===== config.mk =====
export PLATFORM = sky130hd
export DESIGN_NAME = tcm_unit
export DESIGN_NICKNAME = d
export VERILOG_FILES = /design/src/rtl/tcm_pkg.sv /design/src/rtl/tcm_timer.sv /design/src/rtl/tcm_match.sv /design/src/rtl/tcm_out.sv /design/src/rtl/tcm_unit.sv
export SDC_FILE = /design/constraint.sdc
export NUM_CORES = 1
export LEC_CHECK = 0
export BUFFER_PORTS_ARGS = -buffer_cell sky130_fd_sc_hd__buf_2
export CORE_MARGIN = 1
export CORE_UTILIZATION = 45
export CTS_CLUSTER_SIZE = 24
export DETAILED_ROUTE_END_ITERATION = 7
export GPL_TIMING_DRIVEN = 0
export PLACE_DENSITY_LB_ADDON = 0.12
export SYNTH_ARGS = -nofsm -noshare
export SYNTH_HDL_FRONTEND = slang
export SYNTH_HIERARCHICAL = 1
export SYNTH_SLANG_ARGS = --single-unit

===== constraint.sdc =====
create_clock -name clk -period 3.05 [get_ports clk]
set_input_delay 0.1525 -clock clk [delete_from_list [all_inputs] [get_ports clk]]
set_output_delay 0.1525 -clock clk [all_outputs]
set_load 0.005 [all_outputs]

===== src/rtl/tcm_pkg.sv =====
// Package: shared constants and types for the timer compare match unit.
// Assumes a 4-bit action code and a 2-bit write select.
package tcm_pkg;

    localparam int MODE_W = 4;

    localparam logic [MODE_W-1:0] ACT_OFF    = 4'b0000;
    localparam logic [MODE_W-1:0] ACT_TOGGLE = 4'b0010;
    localparam logic [MODE_W-1:0] ACT_SET    = 4'b1000;
    localparam logic [MODE_W-1:0] ACT_CLEAR  = 4'b1001;
    localparam logic [MODE_W-1:0] ACT_IRQ    = 4'b1010;
    localparam logic [MODE_W-1:0] ACT_TRIG   = 4'b1011;

    typedef enum logic [1:0] {
        SEL_CMP  = 2'b00,
        SEL_MODE = 2'b01,
        SEL_TMR  = 2'b10,
        SEL_NONE = 2'b11
    } wr_sel_e;

    // One-cycle match event decoded from the action code
    typedef struct packed {
        logic hit;
        logic toggle;
        logic set;
        logic clear;
        logic trig;
    } cmp_evt_t;

endpackage


===== src/rtl/tcm_timer.sv =====
// Module: free-running up-counter with preload and trigger restart.
// Assumes load has priority over tick and over the trigger restart.
// The wrap pulse marks natural overflow only, never a trigger restart.
module tcm_timer #(
    parameter int CNT_W = 16
) (
    input  logic             clk,
    input  logic             rst_n,
    input  logic             tick,
    input  logic             load,
    input  logic [CNT_W-1:0] load_val,
    input  logic             restart,
    output logic [CNT_W-1:0] count,
    output logic             wrap
);

    localparam logic [CNT_W-1:0] CNT_MAX = {CNT_W{1'b1}};

    // Purpose: advance, preload or restart the count
    always_ff @(posedge clk) begin
        if (!rst_n) begin
            count <= '0;
        end else if (load) begin
            count <= load_val;
        end else if (tick) begin
            count <= restart ? '0 : count + 1'b1;
        end
    end

    // Purpose: flag a natural rollover from all-ones to zero
    always_ff @(posedge clk) begin
        if (!rst_n) begin
            wrap <= 1'b0;
        end else begin
            wrap <= !load && tick && !restart && (count == CNT_MAX);
        end
    end

endmodule


===== src/rtl/tcm_match.sv =====
// Module: equality comparator and action decode (combinational).
// Assumes the action code is already registered; only the listed codes act.
module tcm_match
    import tcm_pkg::*;
#(
    parameter int CNT_W = 16
) (
    input  logic              tick,
    input  logic [CNT_W-1:0]  count,
    input  logic [CNT_W-1:0]  cmp_val,
    input  logic [MODE_W-1:0] mode,
    output cmp_evt_t          evt,
    output logic              pin_drive
);

    logic equal;
    logic known;

    // Purpose: detect equality and whether the code is a compare action
    always_comb begin
        equal = (count == cmp_val);
        known = (mode == ACT_TOGGLE) || (mode == ACT_SET) || (mode == ACT_CLEAR)
             || (mode == ACT_IRQ)    || (mode == ACT_TRIG);
    end

    // Purpose: build the per-action event strobes for a ticked match
    always_comb begin
        evt.hit    = tick && equal && known;
        evt.toggle = evt.hit && (mode == ACT_TOGGLE);
        evt.set    = evt.hit && (mode == ACT_SET);
        evt.clear  = evt.hit && (mode == ACT_CLEAR);
        evt.trig   = evt.hit && (mode == ACT_TRIG);
    end

    // Purpose: only latch-affecting codes take the pin
    always_comb begin
        pin_drive = (mode == ACT_TOGGLE) || (mode == ACT_SET) || (mode == ACT_CLEAR);
    end

endmodule


===== src/rtl/tcm_out.sv =====
// Module: output latch and sticky interrupt flag.
// Assumes a write of the off code overrides any match action in that cycle,
// and a match overrides a flag clear in the same cycle.
module tcm_out
    import tcm_pkg::*;
(
    input  logic     clk,
    input  logic     rst_n,
    input  cmp_evt_t evt,
    input  logic     force_low,
    input  logic     irq_clr,
    output logic     latch,
    output logic     irq
);

    // Purpose: update the compare output latch
    always_ff @(posedge clk) begin
        if (!rst_n) begin
            latch <= 1'b0;
        end else if (force_low) begin
            latch <= 1'b0;
        end else if (evt.toggle) begin
            latch <= !latch;
        end else if (evt.set) begin
            latch <= 1'b1;
        end else if (evt.clear) begin
            latch <= 1'b0;
        end
    end

    // Purpose: hold the interrupt flag until cleared
    always_ff @(posedge clk) begin
        if (!rst_n) begin
            irq <= 1'b0;
        end else if (evt.hit) begin
            irq <= 1'b1;
        end else if (irq_clr) begin
            irq <= 1'b0;
        end
    end

endmodule


===== src/rtl/tcm_unit.sv =====
// Module: timer compare match unit top.
// Holds the compare and action registers and joins timer, comparator and
// output stage. Assumes CNT_W is at least MODE_W so the code fits wr_data.
module tcm_unit
    import tcm_pkg::*;
#(
    parameter int CNT_W = 16
) (
    input  logic             clk,
    input  logic             rst_n,
    input  logic             tick,
    input  logic             wr_en,
    input  logic [1:0]       wr_sel,
    input  logic [CNT_W-1:0] wr_data,
    input  logic             adc_en,
    input  logic             irq_clr,
    output logic             cmp_out,
    output logic             cmp_oe,
    output logic             irq_flag,
    output logic             trig,
    output logic             adc_start,
    output logic [CNT_W-1:0] tmr_count,
    output logic             tmr_wrap
);

    logic [CNT_W-1:0]  cmp_q;
    logic [MODE_W-1:0] mode_q;
    logic              wr_cmp;
    logic              wr_mode;
    logic              wr_tmr;
    logic              mode_off_wr;
    cmp_evt_t          evt;

    // Purpose: decode the write select
    always_comb begin
        wr_cmp      = wr_en && (wr_sel == SEL_CMP);
        wr_mode     = wr_en && (wr_sel == SEL_MODE);
        wr_tmr      = wr_en && (wr_sel == SEL_TMR);
        mode_off_wr = wr_mode && (wr_data[MODE_W-1:0] == ACT_OFF);
    end

    // Purpose: hold the compare value
    always_ff @(posedge clk) begin
        if (!rst_n) begin
            cmp_q <= '0;
        end else if (wr_cmp) begin
            cmp_q <= wr_data;
        end
    end

    // Purpose: hold the action code
    always_ff @(posedge clk) begin
        if (!rst_n) begin
            mode_q <= ACT_OFF;
        end else if (wr_mode) begin
            mode_q <= wr_data[MODE_W-1:0];
        end
    end

    tcm_timer #(.CNT_W(CNT_W)) i_timer (
        .clk      (clk),
        .rst_n    (rst_n),
        .tick     (tick),
        .load     (wr_tmr),
        .load_val (wr_data),
        .restart  (evt.trig),
        .count    (tmr_count),
        .wrap     (tmr_wrap)
    );

    tcm_match #(.CNT_W(CNT_W)) i_match (
        .tick      (tick),
        .count     (tmr_count),
        .cmp_val   (cmp_q),
        .mode      (mode_q),
        .evt       (evt),
        .pin_drive (cmp_oe)
    );

    tcm_out i_out (
        .clk       (clk),
        .rst_n     (rst_n),
        .evt       (evt),
        .force_low (mode_off_wr),
        .irq_clr   (irq_clr),
        .latch     (cmp_out),
        .irq       (irq_flag)
    );

    // Purpose: export the trigger and gate the conversion request
    always_comb begin
        trig      = evt.trig;
        adc_start = evt.trig && adc_en;
    end

endmodule


Word-level counts from Yosys, hierarchy flattened
Cells that the tools add are included.
- $add $sub $neg: 1
- eq/ne operators: 9
- multiplexer cells: 8
- bitwise logic cells: 1
- reduce and logical (&&, ||, !) cells: 27
- operators with widths (operator ; number):
    2-to-1 mux 16 bit ; 3
    adder 16 x 1 -> 16 bit (second input constant) ; 1
    == test 16 bit ; 1
    == test 16 bit (second input constant) ; 1
    == test 4 bit (second input constant) ; 4
    logical AND 1 bit ; 14
    2-to-1 mux 1 bit ; 5
    == test 4 x 2 -> 1 bit (second input constant) ; 1
    logical NOT 4 bit ; 1
    logical OR 1 bit ; 4
    nonzero test 2 bit ; 2
    logical NOT 1 bit ; 3
    nonzero test 3 bit ; 1
    == test 2 x 1 -> 1 bit (second input constant) ; 1
    == test 2 bit (second input constant) ; 1
    logical NOT 2 bit ; 1
    OR reduction 2 bit ; 1
    inverter 1 bit ; 1
- bits in registers: 39
- output and inout bits: 22
- logic and storage cells: 52

Longest topological paths before layout
- depth after elaboration: 10
- depth in mapped cells: 9
- gate-level depth less buffers: 8

Modules after synthesis
The synthesis kept the hierarchy.
- modules (own cells, without submodules) (module ; times used ; cells each ; area an instance (sq um) ; sequential area each (sq um)):
    tcm_timer ; 1 ; 129 ; 1051.0 ; 340.3
    tcm_unit ; 1 ; 88 ; 833.3 ; 400.4
    tcm_match ; 1 ; 44 ; 321.6 ; 0.0
    tcm_out ; 1 ; 8 ; 87.6 ; 40.0

Worst setup path before layout
OpenSTA, ideal clock, no wires.
- path kind: reg2reg
- start: register i_timer.count[7]
- end: register i_timer.wrap
- data arrival time: 2667 ps
- slack: 268 ps
- stages on the path, launching flop included: 10
- path buffers: 1
- cell sequence: dfxtp_1 inv_2 a221oi_1 nand4_1 nor4_1 nand2b_4 or3_1 clkbuf_1 nor3_1 and2_1
- longest elaborated chain between the ends: 7
- RTL lines (element ; line ; RTL):
    start, declared ; tcm_timer.sv:13 ; output logic [CNT_W-1:0] count,
    start signal, assigned ; tcm_timer.sv:24 ; count <= load_val;
    start signal, assigned ; tcm_timer.sv:26 ; count <= restart ? '0 : count + 1'b1;
    == test 16 bit ; tcm_match.sv:21 ; equal = (count == cmp_val);
    logical AND 1 bit (2 in series) ; tcm_match.sv:28 ; evt.hit = tick && equal && known;
    logical AND 1 bit ; tcm_match.sv:32 ; evt.trig = evt.hit && (mode == ACT_TRIG);
    named net trig ; tcm_unit.sv:20 ; output logic trig,
    logical NOT 1 bit ; tcm_timer.sv:35 ; wrap <= !load && tick && !restart && (count == CNT_MAX);
    logical AND 1 bit (2 in series) ; tcm_timer.sv:35 ;
    end signal, assigned ; tcm_timer.sv:35 ;
    end, declared ; tcm_timer.sv:14 ; output logic wrap
The timed path passes the listed nets, and every way through them passes these cells.
A chain may end at the register's enable or synchronous reset.

Worst setup path after layout
- start: register i_timer.count[8]
- end: register i_timer.wrap
- longest elaborated chain between the ends: 7
- RTL lines (element ; line):
    == test 16 bit ; tcm_match.sv:21
    logical AND 1 bit (2 in series) ; tcm_match.sv:28
    logical AND 1 bit ; tcm_match.sv:32
    logical NOT 1 bit ; tcm_timer.sv:35
    logical AND 1 bit ; tcm_timer.sv:35
    logical AND 1 bit (*) ; tcm_timer.sv:35
Every way passes the cells marked *; elsewhere a longest branch is shown, timed or not.

==> results.cfg <==
[run_status]
status = finished clean

[pwr]
total_switching_power_mw = 0.309
power_density_mw_per_mm2 = 427
ir_drop_uv = 258
fin_total_pwr_mw = 1.17
p_int_mw = 0.864
p_comb_frac = 0.140
clockPowerShare = 0.386
swShare = 0.264
p_leak_nw = 1.12
pwr-share-seq = 0.475

[grt]
grtUsageTotal = 0.240
antenna_found_initial = 0
grt_max_degree = 13
grt_pass1_wl_um = 9480
grt_overflow = 0
grt_pass1_vias = 1877

[routing]
drcViolationCount = 0
via_per_inst = 5.45
vias = 2132
wire_per_inst_um = 15.6
initialDrtViolationCount = 134
firstDrtPassIters = 4
finalWirelength_um = 6090
final_antenna_net_count = 0

[clock_tree]
path_clk_slew_ns = 0.08
numCtsBuffers = 5
cts_root_buf = clkbuf_8
clk_latency_ns = 0.30
cts_htree_levels = 2
clock-sinks = 39
cts_tree = yes
clk_path_buf_depth = 2
hold_buffers = 0

[sta]
period_minus_slack_ns = 2.71
hold_violations = 0
fin_crit_sh = 0.887
setup_viol_count_final = 0
tns_ns = 0
fmax_ghz = 0.370
grt_setup_unrepaired = false
drv_slew = 0
worstMarginPinSlew_ns = 0.525
slew_headroom = 0.650
clock_skew_ns = 0.00688

[layout]
area_growth_pct = 19.9
num_antenna_cells = 0
layout.nets = 348
fillers = 485
layout-drive-gt1-share = 0.241

[synthesis]
synth_area_leader_cell = dfxtp_1
ys_types = 51
ys_seq_elements = 39
yosys-top-cells-area = dfxtp_1 34%, mux2i_1 9.2%, nand2_1 7.0%
synth_edf_count = 0
ys_async_sr_fraction = 0
yosys-top-cells-count = 43 x nand2_1, 39 x dfxtp_1, 21 x mux2i_1
avgSynthCellArea_sq_um = 8.53
yosysMostFrequentCell = nand2_1
synth_sequential_area_ratio = 0.340
synth.top_cell.area_share = 0.340
synthCells = 269
synthFlopType = dfxtp_1
ys_warn_count = 6
netlist_area_sq_mm = 0.00229
syn-num-nets = 294

[worst_hold_path]
min_path_type = in -> reg

[floorplanning]
die_w_um = 73.4
die_h_um = 73.4
initial_core_util = 0.476
core_sq_mm = 0.00482
die_area_sq_mm = 0.00539
pin_count = 46
std_cell_rows = 25

[setup_path]
end_kind = flip-flop
worst-path-max-fanout = 8
cp.arrival_ns = 2.90
crit_type = reg -> reg
critPathLaunchType = flip-flop
required_ns = 3.24

[flow_run]
cap_viol_max_count = 0

[place]
dp_hpwl_um = 4550
place.gp.congestion = 0.787
io_buffers = 45
[metal layers]
layer	GRT usage	part of all wire	wire length (um)
met4	0.0769	0.013	78
met5	0	0	0
met3	0.0439	0.040	243
met2	0.371	0.46	2770
met1	0.338	0.49	3000
[registers in the layout (all words and copies together) (netlist names)]
name,cells
cmp_q,16
i_timer/count,16
mode_q,4
i_out/irq,1
i_out/latch,1
i_timer/wrap,1
[through the flow]
step	setup slack (ns)	util	std cells	hold WS, ns	area, sq um
6_report	0.344	0.571	391	0.116	2750
5_1_grt	0.190	0.571	391	0.112	2750
4_1_cts	0.0924	0.568	389	0.108	2740
3_5_place_dp	-0.144	0.542	381	0.426	2610
3_3_place_gp	-0.672	0.540	381	0.423	2600
2_1_floorplan	0.268	-	269	0.270	2290
[cell families after synthesis]
family,share of synthesized area
simple gates,0.291
compound gates,0.143
flops,0.340
buf+inv,0.0567
mux,0.0917
xor+xnor,0.0720
fa+ha+maj,0.00545
[critical path, stage by stage, from the launching register on]
cell and delay, ns:
dfxtp_1 0.53, xor2_1 0.18, nor4_2 0.34, nand4_2 0.24
nor4_4 0.40, nand2b_4 0.23, or3_1 0.10, clkbuf_1 0.31
nor3_1 0.09, and2_1 0.17
[cell usage in the layout (no fill, tap or decap), drive strengths merged, types with 6 or more instances in the layout]
| master | n |
|---|---|
| and3 | 8 |
| o22ai | 7 |
| xor2 | 10 |
| nor4 | 9 |
| mux2i | 21 |
| nor2 | 13 |
| nor3 | 8 |
| buf | 55 |
| a21oi | 11 |
| inv | 11 |
| nand2 | 43 |
| dfxtp | 39 |
| xnor2 | 8 |
| nand3 | 6 |
| o21ai | 9 |
| nand2b | 7 |
| nand4 | 6 |
| clkbuf | 11 |
[power by group through the flow]
stage / Clock (mW) / Combinational, mW / Sequential (mW)
after floorplan: 0 / 0.101 / 0.563
after global placement: 0 / 0.158 / 0.569
after detailed placement: 0 / 0.161 / 0.569
after CTS: 0.465 / 0.164 / 0.557
after global routing: 0.485 / 0.180 / 0.560
final: 0.453 / 0.164 / 0.557
[timing repair]
action                                  4_1_cts  5_1_grt
endpoints found under the setup margin        8        4
setup buffers                                 0        2
pin swaps                                     0        1
resized for setup                             1        0
[path summary, 6_finish.rpt]
kind,endpoint,slack [ns],from,cells after the start
worst min-delay path,cmp_q[14],0.12,wr_data[14],3
worst max register to register,i_timer/wrap,0.34,i_timer/count[8],9
worst min register to register,cmp_q[8],0.47,cmp_q[8],2
worst max-delay path,i_timer/wrap,0.34,i_timer/count[8],9
[area by class of cell]
type,count,area [sq um],area share
Timing Repair Buffer,47,240,0.0874
Multi-Input combinational cell,205,1400,0.508
Clock inverter,2,35.0,0.0127
Tap cell,67,83.8,0.0305
Sequential cell,39,781,0.284
Clock buffer,6,82.6,0.0300
Inverter,12,45.0,0.0164
Buffer,13,85.1,0.0309
Power figures use the tool's default switching activity.
